### config.mk
export PLATFORM = sky130hd
export DESIGN_NAME = decerr_sink
export DESIGN_NICKNAME = d
export VERILOG_FILES = /design/src/rtl/decerr_pkg.sv /design/src/rtl/decerr_wr_engine.sv /design/src/rtl/decerr_rd_engine.sv /design/src/rtl/decerr_log.sv /design/src/rtl/decerr_sink.sv
export SDC_FILE = /design/constraint.sdc
export NUM_CORES = 1
export LEC_CHECK = 0
export ABC_AREA = 1
export BUFFER_PORTS_ARGS = -buffer_cell sky130_fd_sc_hd__buf_2
export CAP_MARGIN = 30
export CORE_ASPECT_RATIO = 0.7
export CORE_MARGIN = 10
export CORE_UTILIZATION = 45
export CTS_BUF_LIST = sky130_fd_sc_hd__clkbuf_4
export CTS_CLUSTER_SIZE = 40
export DETAILED_ROUTE_END_ITERATION = 12
export PLACE_DENSITY = 0.83
export SLEW_MARGIN = 5
export SYNTH_ARGS = -nofsm -noshare
export SYNTH_HDL_FRONTEND = slang
export SYNTH_SLANG_ARGS = --single-unit
export TNS_END_PERCENT = 20
### constraint.sdc
create_clock -name clk -period 3.1 [get_ports clk]
set_input_delay 0.62 -clock clk [delete_from_list [all_inputs] [get_ports clk]]
set_output_delay 0.62 -clock clk [all_outputs]
set_load 0.01 [all_outputs]
### src/rtl/decerr_pkg.sv
package decerr_pkg;

  typedef enum logic [1:0] {
    RESP_OKAY   = 2'b00,
    RESP_EXOKAY = 2'b01,
    RESP_SLVERR = 2'b10,
    RESP_DECERR = 2'b11
  } resp_e;

  typedef enum logic [1:0] {
    WR_IDLE = 2'd0,
    WR_DATA = 2'd1,
    WR_RESP = 2'd2
  } wr_state_e;

  typedef enum logic {
    RD_IDLE = 1'b0,
    RD_BEAT = 1'b1
  } rd_state_e;

endpackage

### src/rtl/decerr_wr_engine.sv
module decerr_wr_engine
  import decerr_pkg::*;
#(
  parameter int ID_W = 4
) (
  input  logic            clk,
  input  logic            rst_n,
  input  logic            aw_valid,
  input  logic [ID_W-1:0] aw_id,
  output logic            aw_ready,
  input  logic            w_valid,
  input  logic            w_last,
  output logic            w_ready,
  output logic            b_valid,
  input  logic            b_ready,
  output logic [ID_W-1:0] b_id,
  output logic            aw_fire,
  output logic            w_last_fire,
  output logic            b_fire
);

  wr_state_e       state_q, state_d;
  logic [ID_W-1:0] id_q;

  assign aw_ready    = (state_q == WR_IDLE);
  assign w_ready     = (state_q == WR_DATA);
  assign b_valid     = (state_q == WR_RESP);
  assign b_id        = id_q;

  assign aw_fire     = aw_valid & aw_ready;
  assign w_last_fire = w_valid & w_ready & w_last;
  assign b_fire      = b_valid & b_ready;

  always_comb begin
    state_d = state_q;
    case (state_q)
      WR_IDLE: if (aw_fire)     state_d = WR_DATA;
      WR_DATA: if (w_last_fire) state_d = WR_RESP;
      WR_RESP: if (b_fire)      state_d = WR_IDLE;
      default:                  state_d = WR_IDLE;
    endcase
  end

  always_ff @(posedge clk) begin
    if (!rst_n) begin
      state_q <= WR_IDLE;
      id_q    <= '0;
    end else begin
      state_q <= state_d;
      if (aw_fire) id_q <= aw_id;
    end
  end

endmodule

### src/rtl/decerr_rd_engine.sv
module decerr_rd_engine
  import decerr_pkg::*;
#(
  parameter int ID_W  = 4,
  parameter int LEN_W = 8
) (
  input  logic             clk,
  input  logic             rst_n,
  input  logic             ar_valid,
  input  logic [ID_W-1:0]  ar_id,
  input  logic [LEN_W-1:0] ar_len,
  output logic             ar_ready,
  output logic             r_valid,
  input  logic             r_ready,
  output logic [ID_W-1:0]  r_id,
  output logic             r_last,
  output logic             ar_fire,
  output logic             r_done
);

  rd_state_e        state_q;
  logic [ID_W-1:0]  id_q;
  logic [LEN_W-1:0] len_q;
  logic [LEN_W-1:0] beat_q;
  logic             r_fire;

  function automatic logic final_beat(input logic [LEN_W-1:0] beat,
                                      input logic [LEN_W-1:0] len);
    return beat == len;
  endfunction

  function automatic logic [LEN_W-1:0] next_beat(input logic [LEN_W-1:0] beat);
    return beat + LEN_W'(1);
  endfunction

  assign ar_ready = (state_q == RD_IDLE);
  assign r_valid  = (state_q == RD_BEAT);
  assign r_id     = id_q;
  assign r_last   = r_valid & final_beat(beat_q, len_q);

  assign ar_fire  = ar_valid & ar_ready;
  assign r_fire   = r_valid & r_ready;
  assign r_done   = r_fire & r_last;

  always_ff @(posedge clk) begin
    if (!rst_n) begin
      state_q <= RD_IDLE;
      id_q    <= '0;
      len_q   <= '0;
      beat_q  <= '0;
    end else begin
      case (state_q)
        RD_IDLE: begin
          if (ar_fire) begin
            state_q <= RD_BEAT;
            id_q    <= ar_id;
            len_q   <= ar_len;
            beat_q  <= '0;
          end
        end
        RD_BEAT: begin
          if (r_done)      state_q <= RD_IDLE;
          else if (r_fire) beat_q  <= next_beat(beat_q);
        end
        default: state_q <= RD_IDLE;
      endcase
    end
  end

endmodule

### src/rtl/decerr_log.sv
module decerr_log #(
  parameter int ADDR_W = 32,
  parameter int ID_W   = 4,
  parameter int CNT_W  = 16
) (
  input  logic              clk,
  input  logic              rst_n,
  input  logic              clear,
  input  logic              wr_evt,
  input  logic [ADDR_W-1:0] wr_addr,
  input  logic [ID_W-1:0]   wr_id,
  input  logic              rd_evt,
  input  logic [ADDR_W-1:0] rd_addr,
  input  logic [ID_W-1:0]   rd_id,
  output logic              log_valid,
  output logic [ADDR_W-1:0] log_addr,
  output logic [ID_W-1:0]   log_id,
  output logic              log_is_write,
  output logic [CNT_W-1:0]  log_count
);

  localparam logic [CNT_W:0] CNT_MAX = {1'b0, {CNT_W{1'b1}}};

  function automatic logic [CNT_W-1:0] sat_add(input logic [CNT_W-1:0] cur,
                                               input logic [1:0]       inc);
    logic [CNT_W:0] sum;
    sum = {1'b0, cur} + (CNT_W+1)'(inc);
    if (sum > CNT_MAX) sum = CNT_MAX;
    return sum[CNT_W-1:0];
  endfunction

  logic [1:0] evt_num;
  logic       take;

  assign evt_num = {1'b0, wr_evt} + {1'b0, rd_evt};
  assign take    = ~log_valid & (wr_evt | rd_evt);

  always_ff @(posedge clk) begin
    if (!rst_n) begin
      log_valid    <= 1'b0;
      log_addr     <= '0;
      log_id       <= '0;
      log_is_write <= 1'b0;
      log_count    <= '0;
    end else if (clear) begin
      log_valid    <= 1'b0;
      log_addr     <= '0;
      log_id       <= '0;
      log_is_write <= 1'b0;
      log_count    <= '0;
    end else begin
      if (take) begin
        log_valid    <= 1'b1;
        log_is_write <= wr_evt;
        log_addr     <= wr_evt ? wr_addr : rd_addr;
        log_id       <= wr_evt ? wr_id   : rd_id;
      end
      log_count <= sat_add(log_count, evt_num);
    end
  end

endmodule

### src/rtl/decerr_sink.sv
module decerr_sink
  import decerr_pkg::*;
#(
  parameter int ADDR_W = 32,
  parameter int ID_W   = 4,
  parameter int DATA_W = 32,
  parameter int LEN_W  = 8,
  parameter int CNT_W  = 16
) (
  input  logic              clk,
  input  logic              rst_n,
  input  logic              aw_valid,
  output logic              aw_ready,
  input  logic [ADDR_W-1:0] aw_addr,
  input  logic [ID_W-1:0]   aw_id,
  input  logic [LEN_W-1:0]  aw_len,
  input  logic              w_valid,
  output logic              w_ready,
  input  logic [DATA_W-1:0] w_data,
  input  logic [DATA_W/8-1:0] w_strb,
  input  logic              w_last,
  output logic              b_valid,
  input  logic              b_ready,
  output logic [ID_W-1:0]   b_id,
  output logic [1:0]        b_resp,
  input  logic              ar_valid,
  output logic              ar_ready,
  input  logic [ADDR_W-1:0] ar_addr,
  input  logic [ID_W-1:0]   ar_id,
  input  logic [LEN_W-1:0]  ar_len,
  output logic              r_valid,
  input  logic              r_ready,
  output logic [ID_W-1:0]   r_id,
  output logic [DATA_W-1:0] r_data,
  output logic [1:0]        r_resp,
  output logic              r_last,
  input  logic              log_clear,
  output logic              log_valid,
  output logic [ADDR_W-1:0] log_addr,
  output logic [ID_W-1:0]   log_id,
  output logic              log_is_write,
  output logic [CNT_W-1:0]  log_count
);

  // Named internal events, visible to the bound checker
  logic aw_fire;
  logic w_last_fire;
  logic b_fire;
  logic ar_fire;
  logic r_done;

  // Write data, strobes and the write length are drained without use
  logic unused_wr_side;
  assign unused_wr_side = ^{w_data, w_strb, aw_len};

  assign b_resp = RESP_DECERR;
  assign r_resp = RESP_DECERR;
  assign r_data = '0;

  decerr_wr_engine #(.ID_W(ID_W)) u_wr (
    .clk         (clk),
    .rst_n       (rst_n),
    .aw_valid    (aw_valid),
    .aw_id       (aw_id),
    .aw_ready    (aw_ready),
    .w_valid     (w_valid),
    .w_last      (w_last),
    .w_ready     (w_ready),
    .b_valid     (b_valid),
    .b_ready     (b_ready),
    .b_id        (b_id),
    .aw_fire     (aw_fire),
    .w_last_fire (w_last_fire),
    .b_fire      (b_fire)
  );

  decerr_rd_engine #(.ID_W(ID_W), .LEN_W(LEN_W)) u_rd (
    .clk      (clk),
    .rst_n    (rst_n),
    .ar_valid (ar_valid),
    .ar_id    (ar_id),
    .ar_len   (ar_len),
    .ar_ready (ar_ready),
    .r_valid  (r_valid),
    .r_ready  (r_ready),
    .r_id     (r_id),
    .r_last   (r_last),
    .ar_fire  (ar_fire),
    .r_done   (r_done)
  );

  decerr_log #(.ADDR_W(ADDR_W), .ID_W(ID_W), .CNT_W(CNT_W)) u_log (
    .clk          (clk),
    .rst_n        (rst_n),
    .clear        (log_clear),
    .wr_evt       (aw_fire),
    .wr_addr      (aw_addr),
    .wr_id        (aw_id),
    .rd_evt       (ar_fire),
    .rd_addr      (ar_addr),
    .rd_id        (ar_id),
    .log_valid    (log_valid),
    .log_addr     (log_addr),
    .log_id       (log_id),
    .log_is_write (log_is_write),
    .log_count    (log_count)
  );

endmodule

Word level (Yosys, flattened, before mapping):

Cells that the tools add are included.

* magnitude comparators: 1
* add/subtract/negate cells: 3
* eq/ne operators: 9
* bitwise gates (word level): 13
* muxes and demuxes: 14
* reductions and logical operators: 5

Operators with widths (count)
* two-way mux 32 bit: 1
* two-way mux 8 bit: 3
* adder 16 x 2 -> 17 bit: 1
* greater-than comparator 17 x 16 -> 1 bit, second input constant: 1
* two-way mux 16 bit: 1
* one-hot mux 8 bit (2 select lines): 1
* bitwise AND 1 bit: 9
* adder 8 x 1 -> 8 bit, second input constant: 1
* == test 8 bit: 1
* != test 2 bit, second input constant: 4
* two-way mux 2 bit: 3
* one-hot mux 2 bit (3 select lines): 1
* AND reduction 3 bit: 2
* two-way mux 4 bit: 1
* != test 2 x 1 -> 1 bit, second input constant: 2
* NOT 1 bit: 3
* adder 1 x 1 -> 2 bit: 1
* == test 2 x 1 -> 1 bit, second input constant: 1
* == test 2 bit, second input constant: 1
* zero test 2 bit: 1
* two-way mux 1 bit: 2
* one-hot mux 1 bit (2 select lines): 1
* AND reduction 2 bit: 1
* OR reduction 2 bit: 1
* OR 1 bit: 1

* register bits after elaboration: 81
* output and inout port bits: 104
* bits of input ports: 133

Depth between registers and ports, before layout:

Gate-level depths: netlist of the first run.

* word-level depth: 6
* mapped depth: 17
* depth with buffers taken out: 15

Cells and area by module:

Synthesis of the first run repeated with hierarchy kept, for this count alone.

* cells, all modules: 607
* area, all modules: 4247.8 µm²

By module, submodules not included
* decerr_log: cells an instance 372, times used 1, area each 2635.0 µm², sequential area each 1081.0 µm²
* decerr_rd_engine: cells an instance 152, times used 1, area each 1033.5 µm², sequential area each 420.4 µm²
* decerr_wr_engine: cells an instance 45, times used 1, area each 301.5 µm², sequential area each 120.1 µm²
* decerr_sink: cells an instance 38, times used 1, area each 277.8 µm², sequential area each 0.0 µm²

Worst setup path before layout of the first run:

OpenSTA, ideal clock, no wires.

* path type: in2reg
* from: in aw_valid
* to: reg u_log.log_count[11]
* slack: 0.562 ns
* data arrival time: 2.482 ns
* cell stages on the path: 16
* required time: 3.044 ns
* path buffers: 2
* path through: nand2_4 clkbuf_1 xnor2_1 ha_1 inv_1 nand2_1 ha_1 nand2_1 nor2_4 nand3_4 nor2_4 inv_2 buf_6 nand2_1 nand2_1 inv_1

* word-level cells in the longest chain between the ends: 5

RTL lines
* start, declared: line decerr_sink.sv:12 `input logic aw_valid,`
* bitwise AND 1 bit *: line decerr_wr_engine.sv:30 `assign aw_fire = aw_valid & aw_ready;`
* adder 1 x 1 -> 2 bit *: line decerr_log.sv:35 `assign evt_num = {1'b0, wr_evt} + {1'b0, rd_evt};`
* adder 16 x 2 -> 17 bit *: line decerr_log.sv:27 `sum = {1'b0, cur} + (CNT_W+1)'(inc);`
* greater-than comparator 17 x 16 -> 1 bit: line decerr_log.sv:28 `if (sum > CNT_MAX) sum = CNT_MAX;`
* two-way mux 16 bit *: line decerr_log.sv:28
* end signal, assigned: line decerr_log.sv:58 `log_count <= sat_add(log_count, evt_num);`
* end, declared: line decerr_log.sv:19 `output logic [CNT_W-1:0] log_count`

Every way passes the cells marked *; elsewhere a longest branch is shown, timed or not.
A chain may end at the register's enable or synchronous reset.

Final worst setup path of the first run:

* from: reg u_wr.state_q[0]
* to: reg u_log.log_count[15]

* word-level cells in the longest chain between the ends: 6

RTL lines
* start, declared: line decerr_wr_engine.sv:22 `wr_state_e state_q, state_d;`
* start signal, assigned: line decerr_wr_engine.sv:49 `state_q <= state_d;`
* zero test 2 bit *: line decerr_wr_engine.sv:25 `assign aw_ready = (state_q == WR_IDLE);`
* bitwise AND 1 bit *: line decerr_wr_engine.sv:30
* adder 1 x 1 -> 2 bit *: line decerr_log.sv:35
* adder 16 x 2 -> 17 bit *: line decerr_log.sv:27
* greater-than comparator 17 x 16 -> 1 bit: line decerr_log.sv:28
* two-way mux 16 bit *: line decerr_log.sv:28

Marks and branches as above.

==> results.yml, run 1 <==
clock_tree:
  post_cts_resized: 0
  h-tree-depth: 3
  cts_tree: "built"
  clockRootBuffer: "clkbuf_4"
  post_cts_buffers: 0
  numCtsBuffers: 9
  clkTransAtPathRegs_ns: 0.13
  clock_path_buffers: 2
  cts_sinks: 81
  clk_latency_ns: 0.43
  cts_hold_buf: 0
logic_synthesis:
  seq_area_frac_synth_pct: 41.0
  avgSynthCellArea_um2: 7.40
  synth.cell_area_um2: 3950
  synth_cells: 534
  ys_seq_elements: 81
  yosys_warnings: 0
  synth_cell_type_count: 31
timing:
  fmax_ghz: 0.436
  slew_headroom_pct: 55.3
  setup_viol: 0
  finClkSkew_ns: 0.0191
  fin_crit_sh_pct: 74.0
  setup_ws_ns: 0.806
  worst_pin_slew_ns: 0.670
  setup_tns_ns: 0
  fin_crit_ns: 2.29
  rsz0062_at_grt: "no"
  drv_slew: 0
  finalHoldViolations: 0
finish:
  multiInputGateArea_um2: 1920
  mostFrequentLayoutCell: "buf_2"
  syn_to_final_growth_pct: 21.2
  n_antenna_cell: 0
  nets: 815
  register_area_um2: 1620
  postLayoutCoreUtil_pct: 56.3
  layout-drive-gt1-share_pct: 28.6
  fill_cells: 807
  layout_common_cells: "buf_2 (156), nand2_1 (139), dfxtp_1 (81), o21ai_0 (41), nor2_1 (38)"
global_routing:
  grt_pass1_vias: 3737
  grt_max_degree: 74
  grt_overflow: 0
  grt_pass1_wl_mm: 18.4
  grt.total_usage_pct: 17.2
  antenna_found_initial: 0
setup_path:
  setup.worst_path.class: "register to register"
  r2r-end: "u_log.log_count[15]$_SDFF_PP0_"
  timing.critical_path.buf_inv: 3
  crit_fanout: 12
  crit_chain: "nor2_4 > nand2_4 > xnor2_1 > ha_1 > inv_1 > nand2_1 > ha_1 > nand2_1 > nor2_4 > nand3_4 > nor2_4 > inv_2 > nand3_1 > nand2_1 > inv_1"
  reg2reg_slack_ns: 0.81
  cpPeakStageDelay_ns: 0.37
  crit_required_ns: 3.48
  critical_path_depth: 15
  arrival_ns: 2.67
  worst_r2r_startpoint: "u_wr.state_q[0]$_SDFFE_PN0P_"
  crit_family: "simple AND/OR/NAND/NOR gates"
  reg2regPathDepth: 15
  crit_path_end_kind: "register"
  cpMaxStageDelayCell: "dfxtp_1"
  start_kind: "register"
worst_hold_path:
  hold_path.class: "input pin to register"
  hold_depth: 3
  hold_path_end: "u_rd.len_q[6]$_SDFFE_PN0P_"
  min_from: "ar_len[6]"
floorplan:
  initial_core_util_pct: 46.4
  die-area_um2: 13000
  ios: 237
  rows: 28
  coreArea_um2: 8510
  die_width_um: 132
  die_h_um: 98.4
placed_design:
  gp_congestion: 0.875
  port_buffers: 156
  preCtsSetupSlack_ns: 0.576
  dp_hpwl_mm: 9.16
detailed_routing:
  drtPass1Iterations: 5
  wl_mm: 11.9
  vias_per_cell: 4.90
  postRouteAntennaNets: 0
  routedWlPerCell_um: 14.8
  num_vias: 3933
  drcViolationCount: 0
  first_iter_violations: 244
power:
  pwr_density_cell_nw_per_um2: 455
  ir_drop_uv: 320
  power.total_mw: 2.18
  power_leakage_nw: 2.32
flow_run:
  drv_cap: 0
run_status:
  outcome: "completed"
## cells by family after synthesis
| family | count (synthesis) | share of synthesized area (%) |
|---|---|---|
| buffers and inverters | 97 | 13.7 |
| XOR/XNOR | 22 | 4.88 |
| flip-flops | 81 | 41.0 |
| adder cells (fa/ha/maj) | 3 | 0.950 |
| other | 2 | 0.190 |
| AO/OA/AOI/OAI | 120 | 17.0 |
| AND/OR/NAND/NOR | 209 | 22.3 |
## per-stage QoR
step / instances / cell area [µm²] / hold slack, ns
after detailed placement: 788 / 4660 / 0.458
final: 803 / 4790 / 0.400
after global placement: 788 / 4660 / 0.451
after floorplan: 568 / 4080 / 0.443
after CTS: 803 / 4790 / 0.365
after global routing: 803 / 4790 / 0.362
## synthesized netlist by cell type
master    instances  area share [%]
nand3_1          14             1.8
ha_1              3            0.95
nor2_2            1            0.16
nor3_1            4            0.51
a21oi_2           4            0.89
buf_4            36             6.8
clkbuf_1         11             1.0
o22ai_1           1            0.16
buf_6             4             1.1
inv_2             3            0.28
dfxtp_1          81              41
nand4_1           3            0.47
nand3_4           1            0.44
nand3_2           1            0.25
o21ai_1          11             1.4
nand2_4           1            0.28
a31oi_1          36             5.7
buf_2             9             1.1
nand2_2           2            0.32
nor2_1           39             3.7
inv_1            32             3.0
buf_1             1           0.095
xor2_1           15             3.3
o21ai_0          41             5.2
nor2_4            4             1.1
clkinv_1          1           0.095
conb_1            2            0.19
xnor2_1           7             1.6
a21oi_4           1            0.41
a21oi_1          26             3.3
nand2_1         139              13
## cell type report
cell class | count | area share, %
sequential | 81 | 33.8
inverter | 36 | 2.82
clock inverter | 3 | 0.888
multi-input combinational | 390 | 40.1
timing repair buffer | 161 | 17.3
tap | 120 | 3.13
clock buffer | 12 | 1.88
## power by group
part | switching, mW | leakage (nW) | internal [mW]
registers | 0.0338 | 0.662 | 1.10
logic | 0.275 | 1.59 | 0.154
clock network | 0.352 | 0.0734 | 0.268
## tightest hold or removal path: cells and delay by family
| family | cells | cell delay (ns) |
|---|---|---|
| simple gates | 2 | 0.11 |
| buf+inv | 1 | 0.07 |
## layer usage
metal	vias to the layer above	wire, µm	global-route usage, %
met1	1790	4720	18.4
met2	174	5840	29.8
met5	-	0	0
li1	1956	-	-
met3	13	1210	8.06
met4	0	131	5.46
## worst max path at each step
stage / slack (ns) / to / startpoint
global route: 0.52 / u_log.log_count[11]$_SDFF_PP0_ / u_wr.state_q[0]$_SDFFE_PN0P_
floorplan: 0.56 / u_log.log_count[11]$_SDFF_PP0_ / aw_valid
detailed placement: 0.58 / u_log.log_count[15]$_SDFF_PP0_ / aw_valid
finish: 0.81 / u_log.log_count[15]$_SDFF_PP0_ / u_wr.state_q[0]$_SDFFE_PN0P_
global placement: 0.65 / u_log.log_count[15]$_SDFF_PP0_ / aw_valid
CTS: 0.78 / u_log.log_count[15]$_SDFF_PP0_ / u_wr.state_q[0]$_SDFFE_PN0P_
## flip-flops by register name, summed over array words and instances (netlist names)
name	count
u_log.log_count	16
u_wr.b_id	4
u_rd.len_q	8
u_rd.beat_q	8
u_wr.state_q	2
u_log.log_is_write	1
u_log.log_id	4
u_log.log_addr	32
u_rd.r_valid	1
u_log.log_valid	1
u_rd.r_id	4
No activity file was read; power rests on OpenSTA's default activity.
==> run 2: changes to the inputs <==
--- a/config.mk
+++ b/config.mk
@@ -10,11 +10,11 @@
 export CAP_MARGIN = 30
 export CORE_ASPECT_RATIO = 0.7
 export CORE_MARGIN = 10
-export CORE_UTILIZATION = 45
+export CORE_UTILIZATION = 41
 export CTS_BUF_LIST = sky130_fd_sc_hd__clkbuf_4
 export CTS_CLUSTER_SIZE = 40
 export DETAILED_ROUTE_END_ITERATION = 12
-export PLACE_DENSITY = 0.83
+export PLACE_DENSITY = 0.79
 export SLEW_MARGIN = 5
 export SYNTH_ARGS = -nofsm -noshare
 export SYNTH_HDL_FRONTEND = slang
==> constraint.sdc (replaced) <==
create_clock -name clk -period 1.92 [get_ports clk]
set_input_delay 0.384 -clock clk [delete_from_list [all_inputs] [get_ports clk]]
set_output_delay 0.384 -clock clk [all_outputs]
set_load 0.01 [all_outputs]
==> results.yml, run 2 (synthesized netlist as in run 1, its figures left out) <==
run_status:
  outcome: "completed"
power:
  ir_drop_uv: 453
  p_int_mw: 2.32
  pwr-share-comb_pct: 22.0
  clockPowerShare_pct: 24.2
  seqPwrFrac_pct: 53.8
  p_sw_mw: 1.08
  p_sw_share_pct: 31.7
  power_leakage_nw: 2.41
  pwr_density_cell_nw_per_um2: 685
timing:
  holdWs_ns: 0.172
  slew_headroom_pct: 65.8
  fin_crit_sh_pct: 99.8
  fmax_ghz: 0.522
  setup_viol: 0
  finalHoldViolations: 0
  worst_pin_slew_ns: 0.513
  fin_crit_ns: 1.92
  setup_tns_ns: 0
  drv_slew: 0
  finClkSkew_ns: 0.0146
  rsz0062_at_grt: "yes"
clock_tree:
  h-tree-depth: 3
  clk_latency_ns: 0.43
  numCtsBuffers: 9
  clockRootBuffer: "clkbuf_4"
  cts_hold_buf: 0
  clkTransAtPathRegs_ns: 0.13
  cts_sinks: 81
  cts_tree: "built"
  clock_path_buffers: 2
detailed_routing:
  drtPass1Iterations: 4
  route.met2.wl_mm: 5.80
  num_vias: 3949
  vias_per_cell: 4.81
  wl_mm: 12.2
  m1WireLength_mm: 4.95
  met3WireLength_mm: 1.35
  first_iter_violations: 235
  drcViolationCount: 0
  routed.top_layer: "met4"
  routedWlPerCell_um: 14.8
  postRouteAntennaNets: 0
finish:
  layout_common_cells: "buf_2 (156), nand2_1 (137), dfxtp_1 (72), o21ai_0 (39), nor2_1 (37)"
  mostFrequentLayoutCell: "buf_2"
  fin_area_um2: 4970
  largest-register: "u_log.log_addr"
  largest_reg_flops: 32
  postLayoutCoreUtil_pct: 53.9
  nets: 829
  largestRegisters: "u_log.log_addr (32), u_log.log_count (16)"
  n_antenna_cell: 0
  final-instance-count-excl-fill: 821
  layout-drive-gt1-share_pct: 32.4
  syn_to_final_growth_pct: 25.7
setup_path:
  crit_chain: "nor2_4 > nand2_4 > xnor2_2 > ha_2 > inv_2 > nand2_4 > ha_4 > nand2_4 > nor2_4 > nand3_4 > nor2_4 > inv_6 > nand3_1 > nand2_1 > inv_1"
  crit_fanout: 12
  crit_required_ns: 2.29
  cpMaxStageDelayCell: "dfxtp_4"
  reg2reg_slack_ns: 0.004
  start_kind: "register"
  reg2regPathDepth: 15
  r2r-end: "u_log.log_count[15]$_SDFF_PP0_"
  worst_r2r_startpoint: "u_wr.state_q[1]$_SDFFE_PN0P_"
  arrival_ns: 2.29
  setup.worst_path.class: "register to register"
  crit_path_end_kind: "register"
  cpPeakStageDelay_ns: 0.37
worst_hold_path:
  hold_path.class: "input pin to register"
  hold_path_end: "u_rd.len_q[7]$_SDFFE_PN0P_"
  hold_depth: 3
  min_from: "ar_len[7]"
flow_run:
  drv_cap: 0
placed_design:
  postPlaceCellArea_um2: 4790
  port_buffers: 156
  gp_congestion: 0.906
  dp_hpwl_mm: 9.31
  placed_cells: 801
global_routing:
  grt_pass1_vias: 4011
  antenna_found_initial: 0
  grt.total_usage_pct: 16.9
  grt_overflow: 0
  grt_max_degree: 60
  grt_pass1_wl_mm: 19.4
floorplan:
  die_h_um: 102
  rows: 29
  die_width_um: 137
  initial_core_util_pct: 42.9
  coreArea_um2: 9220
  ios: 237
  die-area_um2: 14000
[run 2: cell count changes in the layout (fill, tap and decap cells not counted), moves of 3 or more]
cell	before	now
buf_4	4	14
dfxtp_1	81	72
dfxtp_2	0	8
clkinv_1	1	4
[run 2: power groups by stage]
stage	clock network (mW)	registers, mW	logic [mW]
3_5_place_dp	0	1.87	0.729
5_1_grt	0.926	1.84	0.843
2_1_floorplan	0	1.90	0.463
6_report	0.823	1.83	0.749
4_1_cts	0.867	1.83	0.736
3_3_place_gp	0	1.86	0.709
[run 2: per-layer routing]
metal,global-route usage (%),up-vias
met2,28.3,161
met4,4.93,0
met3,7.50,4
met5,0,-
li1,-,1989
met1,19.3,1795
[run 2: final cells by class]
type / instances / area (µm²)
inverters: 36 / 140
fillers: 892 / 4250
clock inverters: 5 / 23.8
clock buffers: 10 / 75.1
repair buffers: 175 / 968
flip-flops and latches: 81 / 1640
well taps: 124 / 155
multi-input cells: 390 / 1970
[run 2: timing repair]
| item | in CTS | in global routing |
|---|---|---|
| resized for setup | 7 | 14 |
| endpoints found under the hold margin | 0 | 0 |
| gates cloned | 0 | 0 |
| buffers inserted | 1 | 4 |
| pin swaps | 1 | 4 |
| endpoints found under the setup margin | 6 | 17 |
[run 2: worst max-delay path: cells and delay by family, from the launching register on]
kind,cells,cell delay (ns)
buffers and inverters,3,0.19
and+or+nand+nor,9,0.86
adders and majority gates,2,0.33
xor gates and xnor gates,1,0.13
DFF,1,0.37
[run 2: per-stage QoR]
step | power [mW] | setup WS, ns
2_1_floorplan | 2.36 | -0.225
3_3_place_gp | 2.57 | 0.0358
3_5_place_dp | 2.60 | -0.0113
4_1_cts | 3.43 | 0.00134
5_1_grt | 3.61 | -0.145
6_report | 3.40 | 0.00444
[run 2: worst max-delay path by stage]
| stage | from | to | slack (ns) | depth (start not counted) |
|---|---|---|---|---|
| finish | u_wr.state_q[1]$_SDFFE_PN0P_ | u_log.log_count[15]$_SDFF_PP0_ | 0.004 | 15 |
| global route | u_wr.state_q[1]$_SDFFE_PN0P_ | u_log.log_count[15]$_SDFF_PP0_ | -0.14 | 15 |
| CTS | u_rd.beat_q[0]$_SDFFE_PN0P_ | r_last | 0.001 | 8 |
| detailed placement | aw_valid | u_log.log_count[15]$_SDFF_PP0_ | -0.01 | 15 |
| global placement | aw_valid | u_log.log_count[15]$_SDFF_PP0_ | 0.04 | 15 |
| floorplan | u_wr.state_q[1]$_SDFFE_PN0P_ | u_log.log_count[11]$_SDFF_PP0_ | -0.23 | 17 |
==> run 3: changes to the inputs <==
--- a/config.mk
+++ b/config.mk
@@ -8,13 +8,15 @@
 export ABC_AREA = 1
 export BUFFER_PORTS_ARGS = -buffer_cell sky130_fd_sc_hd__buf_2
 export CAP_MARGIN = 30
+export CELL_PAD_IN_SITES_DETAIL_PLACEMENT = 1
+export CELL_PAD_IN_SITES_GLOBAL_PLACEMENT = 1
 export CORE_ASPECT_RATIO = 0.7
 export CORE_MARGIN = 10
-export CORE_UTILIZATION = 41
+export CORE_UTILIZATION = 27
 export CTS_BUF_LIST = sky130_fd_sc_hd__clkbuf_4
 export CTS_CLUSTER_SIZE = 40
 export DETAILED_ROUTE_END_ITERATION = 12
-export PLACE_DENSITY = 0.79
+export PLACE_DENSITY_LB_ADDON = 0.1
 export SLEW_MARGIN = 5
 export SYNTH_ARGS = -nofsm -noshare
 export SYNTH_HDL_FRONTEND = slang
==> results.yml, run 3 (synthesized netlist as in run 1, its figures left out) <==
clock_tree:
  clkTransAtPathRegs_ns: 0.13
  h-tree-depth: 3
  clock_path_buffers: 2
  clockRootBuffer: "clkbuf_4"
  cts_tree: "built"
  cts_sinks: 81
  numCtsBuffers: 9
  clk_latency_ns: 0.43
setup_path:
  worst_r2r_startpoint: "u_wr.state_q[0]$_SDFFE_PN0P_"
  start_kind: "register"
  crit_fanout: 4
  reg2reg_slack_ns: -0.04
  setup.worst_path.class: "register to register"
  arrival_ns: 2.26
  crit_required_ns: 2.22
  reg2regPathDepth: 13
  crit_path_end_kind: "register"
  r2r-end: "u_log.log_count[14]$_SDFF_PP0_"
timing:
  holdWs_ns: 0.176
  setup_ws_ns: -0.0385
  drv_slew: 0
  finClkSkew_ns: 0.0127
  worst_pin_slew_ns: 0.525
  setup_tns_ns: -0.0787
  fin_crit_ns: 1.96
  finalHoldViolations: 0
  fin_crit_sh_pct: 102
  slew_headroom_pct: 65.0
  rsz0062_at_grt: "yes"
  fmax_ghz: 0.511
  setup_viol: 4
flow_run:
  drv_cap: 0
finish:
  mostFrequentLayoutCell: "buf_2"
  layout_common_cells: "buf_2 (156), nand2_1 (136), dfxtp_1 (67), o21ai_0 (41)"
  register_area_um2: 1660
  largest_reg_flops: 32
  largestRegisters: "u_log.log_addr (32), u_log.log_count (16)"
  nets: 837
  multiInputGateArea_um2: 2020
  layout-drive-gt1-share_pct: 35.4
  final-instance-count-excl-fill: 896
  fin_area_um2: 5230
  largest-register: "u_log.log_addr"
  syn_to_final_growth_pct: 32.4
  fill_cells: 1809
  n_antenna_cell: 0
power:
  pwr_density_cell_nw_per_um2: 719
  ir_drop_uv: 364
  power.total_mw: 3.76
  power_leakage_nw: 2.49
floorplan:
  coreArea_um2: 14100
  ios: 237
  die_h_um: 121
  initial_core_util_pct: 27.9
  rows: 36
  die-area_um2: 20000
  die_width_um: 165
detailed_routing:
  num_vias: 3960
  vias_per_cell: 4.42
  routedWlPerCell_um: 15.9
  postRouteAntennaNets: 0
  first_iter_violations: 143
  drcViolationCount: 0
  drtPass1Iterations: 4
  wl_mm: 14.2
placed_design:
  postPlaceCellArea_um2: 4880
  gp_congestion: 0.738
  placed_cells: 869
  dp_hpwl_mm: 10.8
  port_buffers: 156
worst_hold_path:
  min_from: "ar_len[2]"
  hold_path.class: "input pin to register"
  hold_path_end: "u_rd.len_q[2]$_SDFFE_PN0P_"
  hold_depth: 3
global_routing:
  antenna_found_initial: 1
  grt_pass1_wl_mm: 22.1
  grt.total_usage_pct: 13.8
  grt_overflow: 0
  grt_pass1_vias: 4224
  grt_max_degree: 76
run_status:
  violations: "negative setup slack"
  outcome: "finished, violations left"
==> run 3: cell types whose count changed in the layout (fill, tap and decap cells not counted), sizes merged <==
cell,previous run,this run
buf,175,183
bufinv,0,2
clkbuf,10,12
clkinv,5,3
clkinvlp,1,0
==> run 3: stage by stage <==
| step | utilization [%] | worst slack (ns) |
|---|---|---|
| floorplan | - | -0.225 |
| global placement | 34.5 | 0.000594 |
| detailed placement | 34.5 | -0.00458 |
| finish | 37.0 | -0.0385 |
| CTS | 35.8 | -0.0181 |
| global route | 37.0 | -0.160 |
==> run 3: timing repair <==
action / in CTS / in global routing
pin swaps: 3 / 9
gates cloned: 0 / 0
resized for setup: 16 / 26
buffers inserted: 1 / 10
hold buffers: 0 / 0
hold endpoints to repair: 0 / 0
endpoints found under the setup margin: 4 / 22
==> run 3: cell type report <==
type                            instances  area share [%]
Clock buffer                           12            1.72
Multi-Input combinational cell        390            38.6
Sequential cell                        81            31.7
Clock inverter                          4            1.29
Timing Repair Buffer                  183            19.5
Inverter                               36            2.68
Tap cell                              190            4.54
==> run 3: worst max-delay path by stage <==
stage / start / endpoint / slack [ns]
6_report: u_wr.state_q[0]$_SDFFE_PN0P_ / u_log.log_count[14]$_SDFF_PP0_ / -0.04
5_1_grt: u_wr.state_q[0]$_SDFFE_PN0P_ / u_log.log_count[15]$_SDFF_PP0_ / -0.16
4_1_cts: u_wr.state_q[1]$_SDFFE_PN0P_ / u_log.log_count[14]$_SDFF_PP0_ / -0.02
3_5_place_dp: ar_valid / u_log.log_count[14]$_SDFF_PP0_ / -0.005
3_3_place_gp: aw_valid / u_log.log_count[15]$_SDFF_PP0_ / 0.0006
2_1_floorplan: u_wr.state_q[1]$_SDFFE_PN0P_ / u_log.log_count[11]$_SDFF_PP0_ / -0.23
==> run 3: report_power, final <==
part	leakage, nW	switching [mW]	internal, mW
sequential	0.670	0.0577	1.77
combinational	1.74	0.476	0.293
clock	0.0866	0.604	0.566
total	2.49	1.14	2.62
==> run 3: routing by layer <==
metal	track usage [%]	part of all wire, %	routed length (µm)	vias up
li1	-	-	-	2000
met1	15.7	42	5980	1827
met2	22.2	47	6610	121
met3	7.32	11	1500	10
met4	3.26	0.75	107	2
met5	0	0.13	18	-
==> run 3: worst max-delay path, cell delays in order (launching register included) <==
cell	delay, ns
dfxtp_2	0.36
nor2_4	0.14
nand2_4	0.07
xnor2_2	0.13
ha_2	0.19
inv_2	0.05
nand2_4	0.06
ha_4	0.15
nand2_4	0.05
nor2_4	0.15
buf_6	0.13
nand3_2	0.09
xor2_2	0.18
a21oi_2	0.07
